--- src/rtl/pls_pkg.sv ---
package pls_pkg;
  localparam int unsigned PLS_WORD_W  = 32;
  localparam int unsigned PLS_REG_W   = 40;
  localparam int unsigned PLS_NWORDS  = 2;
  localparam int unsigned PLS_ADDR_W  = 32;
  localparam int unsigned PLS_BUS_W   = PLS_WORD_W * PLS_NWORDS;
  localparam int unsigned PLS_NBYTES  = PLS_BUS_W / 8;
  localparam int unsigned PLS_ALIGN_W = $clog2(PLS_NBYTES);
endpackage

--- src/rtl/pls_align_chk.sv ---
module pls_align_chk #(
  parameter int unsigned ADDR_W  = pls_pkg::PLS_ADDR_W,
  parameter int unsigned ALIGN_W = pls_pkg::PLS_ALIGN_W
) (
  input  logic              clk,
  input  logic              rst_n,
  input  logic              req_valid,
  input  logic [ADDR_W-1:0] ea,
  output logic              aligned,
  output logic              fault
);
  logic fault_d, fault_q;

  always_comb begin
    aligned = (ea[ALIGN_W-1:0] == '0);
    fault_d = req_valid && !aligned;
  end

  always_ff @(posedge clk or negedge rst_n) begin
    if (!rst_n) fault_q <= 1'b0;
    else        fault_q <= fault_d;
  end

  assign fault = fault_q;

  AST_FAULT_AFTER_MISALIGN: assert property (@(posedge clk) disable iff (!rst_n)
    (req_valid && ea[ALIGN_W-1:0] != '0) |=> fault);
  AST_FAULT_ONLY_ON_MISALIGN: assert property (@(posedge clk) disable iff (!rst_n)
    !(req_valid && ea[ALIGN_W-1:0] != '0) |=> !fault);
endmodule

--- src/rtl/pls_store_map.sv ---
module pls_store_map #(
  parameter int unsigned WORD_W = pls_pkg::PLS_WORD_W,
  parameter int unsigned REG_W  = pls_pkg::PLS_REG_W,
  parameter int unsigned NWORDS = pls_pkg::PLS_NWORDS,
  localparam int unsigned BUS_W = WORD_W * NWORDS
) (
  input  logic                    big_endian,
  input  logic [NWORDS*REG_W-1:0] src_regs,
  output logic [BUS_W-1:0]        bus
);
  always_comb begin
    bus = '0;
    for (int i = 0; i < NWORDS; i++) begin
      // Lower-address word sits in the low lanes for little endian, high lanes for big endian.
      if (big_endian)
        bus[(NWORDS-1-i)*WORD_W +: WORD_W] = src_regs[i*REG_W +: WORD_W];
      else
        bus[i*WORD_W +: WORD_W] = src_regs[i*REG_W +: WORD_W];
    end
  end
endmodule

--- src/rtl/pls_load_unpack.sv ---
module pls_load_unpack #(
  parameter int unsigned WORD_W = pls_pkg::PLS_WORD_W,
  parameter int unsigned REG_W  = pls_pkg::PLS_REG_W,
  parameter int unsigned NWORDS = pls_pkg::PLS_NWORDS,
  localparam int unsigned BUS_W = WORD_W * NWORDS,
  localparam int unsigned EXT_W = REG_W - WORD_W
) (
  input  logic                    clk,
  input  logic                    rst_n,
  input  logic                    load_fire,
  input  logic                    big_endian,
  input  logic [BUS_W-1:0]        bus,
  output logic                    res_valid,
  output logic [NWORDS*REG_W-1:0] res_regs,
  output logic [NWORDS-1:0]       res_lim_clr
);
  logic [NWORDS*REG_W-1:0] regs_d, regs_q;
  logic                    valid_q;
  logic [NWORDS-1:0]       lim_q;

  always_comb begin
    regs_d = '0;
    for (int i = 0; i < NWORDS; i++) begin
      logic [WORD_W-1:0] word;
      word = big_endian ? bus[(NWORDS-1-i)*WORD_W +: WORD_W] : bus[i*WORD_W +: WORD_W];
      regs_d[i*REG_W +: REG_W] = {{EXT_W{word[WORD_W-1]}}, word};
    end
  end

  always_ff @(posedge clk or negedge rst_n) begin
    if (!rst_n) valid_q <= 1'b0;
    else        valid_q <= load_fire;
  end

  for (genvar g = 0; g < NWORDS; g++) begin : g_lim
    always_ff @(posedge clk or negedge rst_n) begin
      if (!rst_n) lim_q[g] <= 1'b0;
      else        lim_q[g] <= load_fire;
    end
  end

  always_ff @(posedge clk) begin
    if (load_fire) regs_q <= regs_d;
  end

  assign res_valid   = valid_q;
  assign res_regs    = regs_q;
  assign res_lim_clr = lim_q;

  AST_LOAD_ONE_CYCLE: assert property (@(posedge clk) disable iff (!rst_n)
    load_fire |=> res_valid);
  AST_SIGN_GUARD: assert property (@(posedge clk) disable iff (!rst_n)
    res_valid |-> (res_regs[REG_W-1:WORD_W] == {EXT_W{res_regs[WORD_W-1]}}));
  AST_LIMCLR_WITH_VALID: assert property (@(posedge clk) disable iff (!rst_n)
    res_lim_clr == (res_valid ? {NWORDS{1'b1}} : {NWORDS{1'b0}}));
endmodule

--- src/rtl/pair_ldst_unit.sv ---
module pair_ldst_unit #(
  parameter int unsigned WORD_W = pls_pkg::PLS_WORD_W,
  parameter int unsigned REG_W  = pls_pkg::PLS_REG_W,
  parameter int unsigned ADDR_W = pls_pkg::PLS_ADDR_W,
  localparam int unsigned NWORDS  = 2,
  localparam int unsigned BUS_W   = WORD_W * NWORDS,
  localparam int unsigned NBYTES  = BUS_W / 8,
  localparam int unsigned ALIGN_W = $clog2(NBYTES)
) (
  input  logic              clk,
  input  logic              rst_n,
  input  logic              req_valid,
  input  logic              req_load,
  input  logic              big_endian,
  input  logic [ADDR_W-1:0] ea,
  input  logic [REG_W-1:0]  reg_a,
  input  logic [REG_W-1:0]  reg_b,
  input  logic [BUS_W-1:0]  rd_data,
  output logic [BUS_W-1:0]  wr_data,
  output logic              wr_en,
  output logic [NBYTES-1:0] wr_be,
  output logic              ld_valid,
  output logic [REG_W-1:0]  ld_data_a,
  output logic [REG_W-1:0]  ld_data_b,
  output logic [1:0]        ld_lim_clr,
  output logic              align_fault
);
  logic [1:0] rst_sync_q;
  logic       rst_int_n;
  logic       aligned;
  logic       store_fire, load_fire;
  logic [NWORDS*REG_W-1:0] ld_regs;

  // Asynchronous assertion, synchronous release.
  always_ff @(posedge clk or negedge rst_n) begin
    if (!rst_n) rst_sync_q <= 2'b00;
    else        rst_sync_q <= {rst_sync_q[0], 1'b1};
  end
  assign rst_int_n = rst_sync_q[1];

  pls_align_chk #(.ADDR_W(ADDR_W), .ALIGN_W(ALIGN_W)) u_align (
    .clk(clk), .rst_n(rst_int_n), .req_valid(req_valid), .ea(ea),
    .aligned(aligned), .fault(align_fault)
  );

  always_comb begin
    store_fire = req_valid && !req_load && aligned && rst_int_n;
    load_fire  = req_valid &&  req_load && aligned && rst_int_n;
    wr_en      = store_fire;
    wr_be      = store_fire ? {NBYTES{1'b1}} : {NBYTES{1'b0}};
  end

  pls_store_map #(.WORD_W(WORD_W), .REG_W(REG_W), .NWORDS(NWORDS)) u_store (
    .big_endian(big_endian), .src_regs({reg_b, reg_a}), .bus(wr_data)
  );

  pls_load_unpack #(.WORD_W(WORD_W), .REG_W(REG_W), .NWORDS(NWORDS)) u_load (
    .clk(clk), .rst_n(rst_int_n), .load_fire(load_fire), .big_endian(big_endian),
    .bus(rd_data), .res_valid(ld_valid), .res_regs(ld_regs), .res_lim_clr(ld_lim_clr)
  );

  assign ld_data_a = ld_regs[0 +: REG_W];
  assign ld_data_b = ld_regs[REG_W +: REG_W];

  AST_WE_FULL_BYTES: assert property (@(posedge clk) disable iff (!rst_int_n)
    wr_en |-> (wr_be == {NBYTES{1'b1}}));
  AST_NO_WE_MISALIGN: assert property (@(posedge clk) disable iff (!rst_int_n)
    (ea[ALIGN_W-1:0] != '0) |-> !wr_en);
  AST_NO_WE_ON_LOAD: assert property (@(posedge clk) disable iff (!rst_int_n)
    (!req_valid || req_load) |-> (!wr_en && wr_be == '0));
  AST_FAULT_BLOCKS_LOAD: assert property (@(posedge clk) disable iff (!rst_int_n)
    align_fault |-> !ld_valid);
  AST_STORE_LOW_WORD: assert property (@(posedge clk) disable iff (!rst_int_n)
    (wr_en && !big_endian) |-> (wr_data[WORD_W-1:0] == reg_a[WORD_W-1:0]));
endmodule

--- config.mk ---
export PLATFORM = sky130hd
export DESIGN_NAME = pair_ldst_unit
export DESIGN_NICKNAME = d
export VERILOG_FILES = /design/src/rtl/pls_pkg.sv /design/src/rtl/pls_align_chk.sv /design/src/rtl/pls_store_map.sv /design/src/rtl/pls_load_unpack.sv /design/src/rtl/pair_ldst_unit.sv
export SDC_FILE = /design/constraint.sdc
export NUM_CORES = 1
export LEC_CHECK = 0
export BUFFER_PORTS_ARGS = -buffer_cell sky130_fd_sc_hd__clkbuf_2
export CAP_MARGIN = 40
export CORE_AREA = 5 5 128 130
export CTS_BUF_LIST = sky130_fd_sc_hd__clkbuf_8
export CTS_CLUSTER_DIAMETER = 60
export DETAILED_ROUTE_END_ITERATION = 8
export DIE_AREA = 0 0 133 135
export GPL_TIMING_DRIVEN = 0
export SLEW_MARGIN = 30
export SYNTH_ARGS = -nofsm -noshare
export SYNTH_HDL_FRONTEND = slang
export SYNTH_HIERARCHICAL = 1
export SYNTH_SLANG_ARGS = --single-unit
--- constraint.sdc ---
create_clock -name clk -period 1.8 [get_ports clk]
set_clock_uncertainty 0.2 [all_clocks]
set_input_delay 0.09 -clock clk [delete_from_list [all_inputs] [get_ports clk]]
set_output_delay 0.09 -clock clk [all_outputs]
set_load 0.03 [all_outputs]
After elaboration in Yosys (flattened, before gate mapping):

Cells that the tools add are included.

* flip-flop bits (word level): 76
* input port bits: 181
* output and inout port bits: 157
* word-level logic and storage cells: 19

* multiplexer cells: 5
* reductions and logical operators: 10

Operators with widths (count)
* 32-bit two-way mux: 4
* 8-bit two-way mux: 1
* 1-bit logical AND: 7
* 3-bit logical NOT: 1
* 1-bit logical NOT: 2

Depth between registers and ports, before layout:

* word-level depth: 5
* mapped depth: 3
* mapped depth without buffers: 2

Hierarchy:

The synthesis kept the hierarchy.

Modules (own cells, without submodules)
* pls_load_unpack: times used 1, cells an instance 154, area each 3159.3 µm², sequential area each 1946.9 µm²
* pls_store_map: times used 1, cells an instance 71, area each 1077.3 µm², sequential area each 0.0 µm²
* pair_ldst_unit: times used 1, cells an instance 13, area each 133.9 µm², sequential area each 50.0 µm²
* pls_align_chk: times used 1, cells an instance 3, area each 38.8 µm², sequential area each 25.0 µm²

Least setup slack after synthesis:

OpenSTA, ideal clock, no wires.

* path type: register -> register
* start: reg rst_sync_q[1]
* end: reg u_load.regs_q[0] (netlist: u_load/res_regs[0]), enable pin
* library setup time: 0.394 ns
* arrival: 1.343 ns
* data required time: 1.206 ns
* setup slack: -0.138 ns
* stages on the path, launching flop included: 2
* path buffers: 0
* clock period less this slack: 1.938 ns
* cells stage by stage: dfrtp_1 > and4_2

* word-level cells in the longest chain between the ends: 1

RTL lines
* start, declared: RTL line pair_ldst_unit.sv:28 `logic [1:0] rst_sync_q;`
* start signal, assigned: RTL line pair_ldst_unit.sv:37 `else rst_sync_q <= {rst_sync_q[0], 1'b1};`
* 1-bit logical AND: RTL line pair_ldst_unit.sv:48 `load_fire = req_valid && req_load && aligned && rst_int_n;`
* via load_fire: RTL line pair_ldst_unit.sv:31 `logic store_fire, load_fire;`
* end signal, assigned: RTL line pls_load_unpack.sv:43 `if (load_fire) regs_q <= regs_d;`
* end, declared: RTL line pls_load_unpack.sv:17 `logic [NWORDS*REG_W-1:0] regs_d, regs_q;`

The timed path passes the listed nets, and every way through them passes these cells.
A chain may end at the register's enable or synchronous reset.

Worst setup path in the final report:

* start: in req_load
* end: out wr_be[0]

* word-level cells in the longest chain between the ends: 5

RTL lines
* start, declared: RTL line pair_ldst_unit.sv:13 `input logic req_load,`
* 1-bit logical NOT: RTL line pair_ldst_unit.sv:47 `store_fire = req_valid && !req_load && aligned && rst_int_n;`
* 1-bit logical AND (3 in series): RTL line pair_ldst_unit.sv:47
* 8-bit two-way mux: RTL line pair_ldst_unit.sv:50 `wr_be = store_fire ? {NBYTES{1'b1}} : {NBYTES{1'b0}};`
* end, declared: RTL line pair_ldst_unit.sv:21 `output logic [NBYTES-1:0] wr_be,`

No other way between the ends.

==> results.sh <==
export IMPL_status="completed"
export IMPL_rsz0062_at_grt="no"
export IMPL_grt_antenna_before_repair=0
export IMPL_antenna_cells=0
export IMPL_synth_top_cell_by_area="edfxtp_1"
export IMPL_grt_use_total_pct=13.7
export IMPL_grt_pass1_vias=3993
export IMPL_grt_pass1_wl_um=20000
export IMPL_startpoint_type="primary input"
export IMPL_syn_nets=422
export IMPL_netlist_area_um2=4410
export IMPL_grt_overflow=0
export IMPL_critPathKind="in -> out"
export IMPL_hold_end="u_load/res_regs[61]"
export IMPL_seq_area_um2=2020
export IMPL_cts_setup_buffers=0
export IMPL_critPathCaptureType="output pin"
export IMPL_die_area_um2=18000
export IMPL_vdd_drop_max_mv=0.364
export IMPL_hp_start="big_endian"
export IMPL_arrival_ns=1.46
export IMPL_vias_per_cell=4.31
export IMPL_ff2ff_path_depth=2
export IMPL_max_cap_violations=0
export IMPL_period_needed_ns=1.75
export IMPL_max_clock_path_buffers=2
export IMPL_path_max_fanout=9
export IMPL_first_pass_iters=4
export IMPL_nets=828
export IMPL_min_path_cells=2
export IMPL_multi_input_area_um2=1930
export IMPL_synth_cell_types=12
export IMPL_placeableCoreArea_um2=15000
export IMPL_dpl_hpwl_um=9480
export IMPL_synth_ff_latch_count=68
export IMPL_portBuffers=291
export IMPL_syn_avg_cell_area_um2=18.3
export IMPL_wl_um=12900
export IMPL_first_iter_violations=129
export IMPL_initial_core_util_pct=29.3
export IMPL_ctsRootBufferMaster="clkbuf_8"
export IMPL_clk_latency_ns=0.34
export IMPL_drive_above_1_share_pct=73.3
export IMPL_clkTransAtPathRegs_ns=0.08
export IMPL_syn_inst=241
export IMPL_cts_buffers=9
export IMPL_dieWidth_um=133
export IMPL_yosysTopAreaCellShare_pct=43.6
export IMPL_holdWs_ns=0.0189
export IMPL_ant_nets=0
export IMPL_fmax_ghz=0.573
export IMPL_power_mw=4.51
export IMPL_cp_required_ns=1.51
export IMPL_r2r_end="u_load/res_lim_clr[0]"
export IMPL_nFillCells=1309
export IMPL_routedWlPerCell_um=15.3
export IMPL_vias=3624
export IMPL_yosysWarnings=6
export IMPL_drv_slew=0
export IMPL_hold_class="in -> reg"
export IMPL_powerDensity_nw_per_um2=611
export IMPL_drc=0
export IMPL_clock_sinks=68
export IMPL_synth_seq_area_share_pct=45.9
export IMPL_tritoncts="built"
export IMPL_fp_row_count=45
export IMPL_final_hold_violation_count=0
export IMPL_gp_congestion=0.778
export IMPL_htree_levels=3
export IMPL_r2r_setup_slack_ns=0.16
export IMPL_setup_viol=0
export IMPL_area_growth_pct=67.5
export IMPL_synth_area_leaders="edfxtp_1 44%, mux2_4 41%, buf_12 5.4%"
export IMPL_power_leakage_nw=3.68
export IMPL_r2r_start="rst_sync_q[1]"
export IMPL_grt_max_degree=66
export IMPL_die_h_um=135
export IMPL_io_pins=338
export IMPL_fin_crit_sh_pct=97.0
cells by family (layout without fill, tap and decap cells):
family,Yosys count,in the layout,share of synthesized area [%]
AOI/OAI and AO/OA,1,1,0.199
other,1,1,0.0850
and+or+nand+nor,3,3,0.567
DFF,68,68,45.9
muxes,128,128,42.9
buffers and inverters,40,451,10.4
power breakdown:
part | internal [mW] | total, mW | switching, mW
Clock | 0.789 | 1.40 | 0.614
Sequential | 1.75 | 1.76 | 0.00537
Combinational | 0.742 | 1.35 | 0.605
routing by layer:
metal	track usage [%]	share of wire [%]
met4	4.33	1.5
met5	0	0
met1	14.5	39
met3	4.84	8.8
met2	25.3	51
cell type report:
class                           count  share of cell area, %
Clock inverter                      7                   1.34
Multi-Input combinational cell    133                   26.2
Tap cell                          188                   3.19
Clock buffer                        9                   1.68
Buffer                             40                   6.20
Timing Repair Buffer              395                   34.1
Sequential cell                    68                   27.4
worst max-delay path, cell delays in order:
cell	delay [ns]
dlygate4sd3_1	0.54
clkbuf_2	0.11
and4b_2	0.38
buf_4	0.14
clkbuf_2	0.19
cell usage in the layout (no fill, tap or decap):
master | Yosys | routed
buf_12 | 12 | 12
dlygate4sd3_1 | 0 | 103
edfxtp_1 | 64 | 64
clkinv_4 | 0 | 1
conb_1 | 1 | 1
o31a_1 | 1 | 1
buf_4 | 26 | 26
buf_16 | 0 | 1
mux2_4 | 120 | 120
nor3_1 | 1 | 1
clkbuf_8 | 0 | 9
bufinv_16 | 0 | 2
and4b_2 | 0 | 1
mux2_2 | 8 | 8
buf_6 | 2 | 2
dfrtp_1 | 4 | 4
clkinv_2 | 0 | 1
clkbuf_2 | 0 | 291
and4_4 | 0 | 1
clkinvlp_4 | 0 | 1
inv_6 | 0 | 2
cells in the mapped netlist (all sizes together):
master	count
and4	1
and4b	1
buf	40
conb	1
dfrtp	4
edfxtp	64
mux2	128
nor3	1
o31a	1
worst max-delay path by stage:
stage	depth (start not counted)	end	startpoint	slack, ns
2_1_floorplan	1	u_load/res_regs[0]	rst_sync_q[1]	0.20
5_1_grt	5	wr_be[7]	req_load	0.01
4_1_cts	1	u_load/res_regs[25]	rst_sync_q[1]	-0.02
3_5_place_dp	3	u_load/res_regs[25]	ea[1]	-0.12
6_report	5	wr_be[0]	req_load	0.05
3_3_place_gp	3	u_load/res_regs[25]	ea[1]	-0.05
stage by stage:
step | instance area, um2 | std cells | TNS, ns | setup slack [ns] | util [%]
finish | 7380 | 840 | 0 | 0.0541 | 49.1
global route | 7380 | 840 | 0 | 0.0145 | 49.1
CTS | 7340 | 837 | -0.832 | -0.0207 | 48.8
detailed placement | 6100 | 720 | -7.11 | -0.118 | 40.6
global placement | 6100 | 720 | -2.68 | -0.0498 | 40.6
floorplan | 4410 | 241 | 0 | 0.201 | -
sequential cells by signal, summed over array words and instances (netlist names):
| name | flops |
|---|---|
| u_load/res_regs | 64 |
| u_load/res_lim_clr | 1 |
| rst_sync_q | 2 |
| u_align/fault | 1 |
timing repair:
| action | CTS | global route |
|---|---|---|
| hold buffers | 101 | 2 |
| gates resized for setup | 1 | 0 |
| endpoints found under the hold margin | 69 | 1 |
| setup endpoints to repair | 72 | 0 |
(Power assumes the default switching activity.)
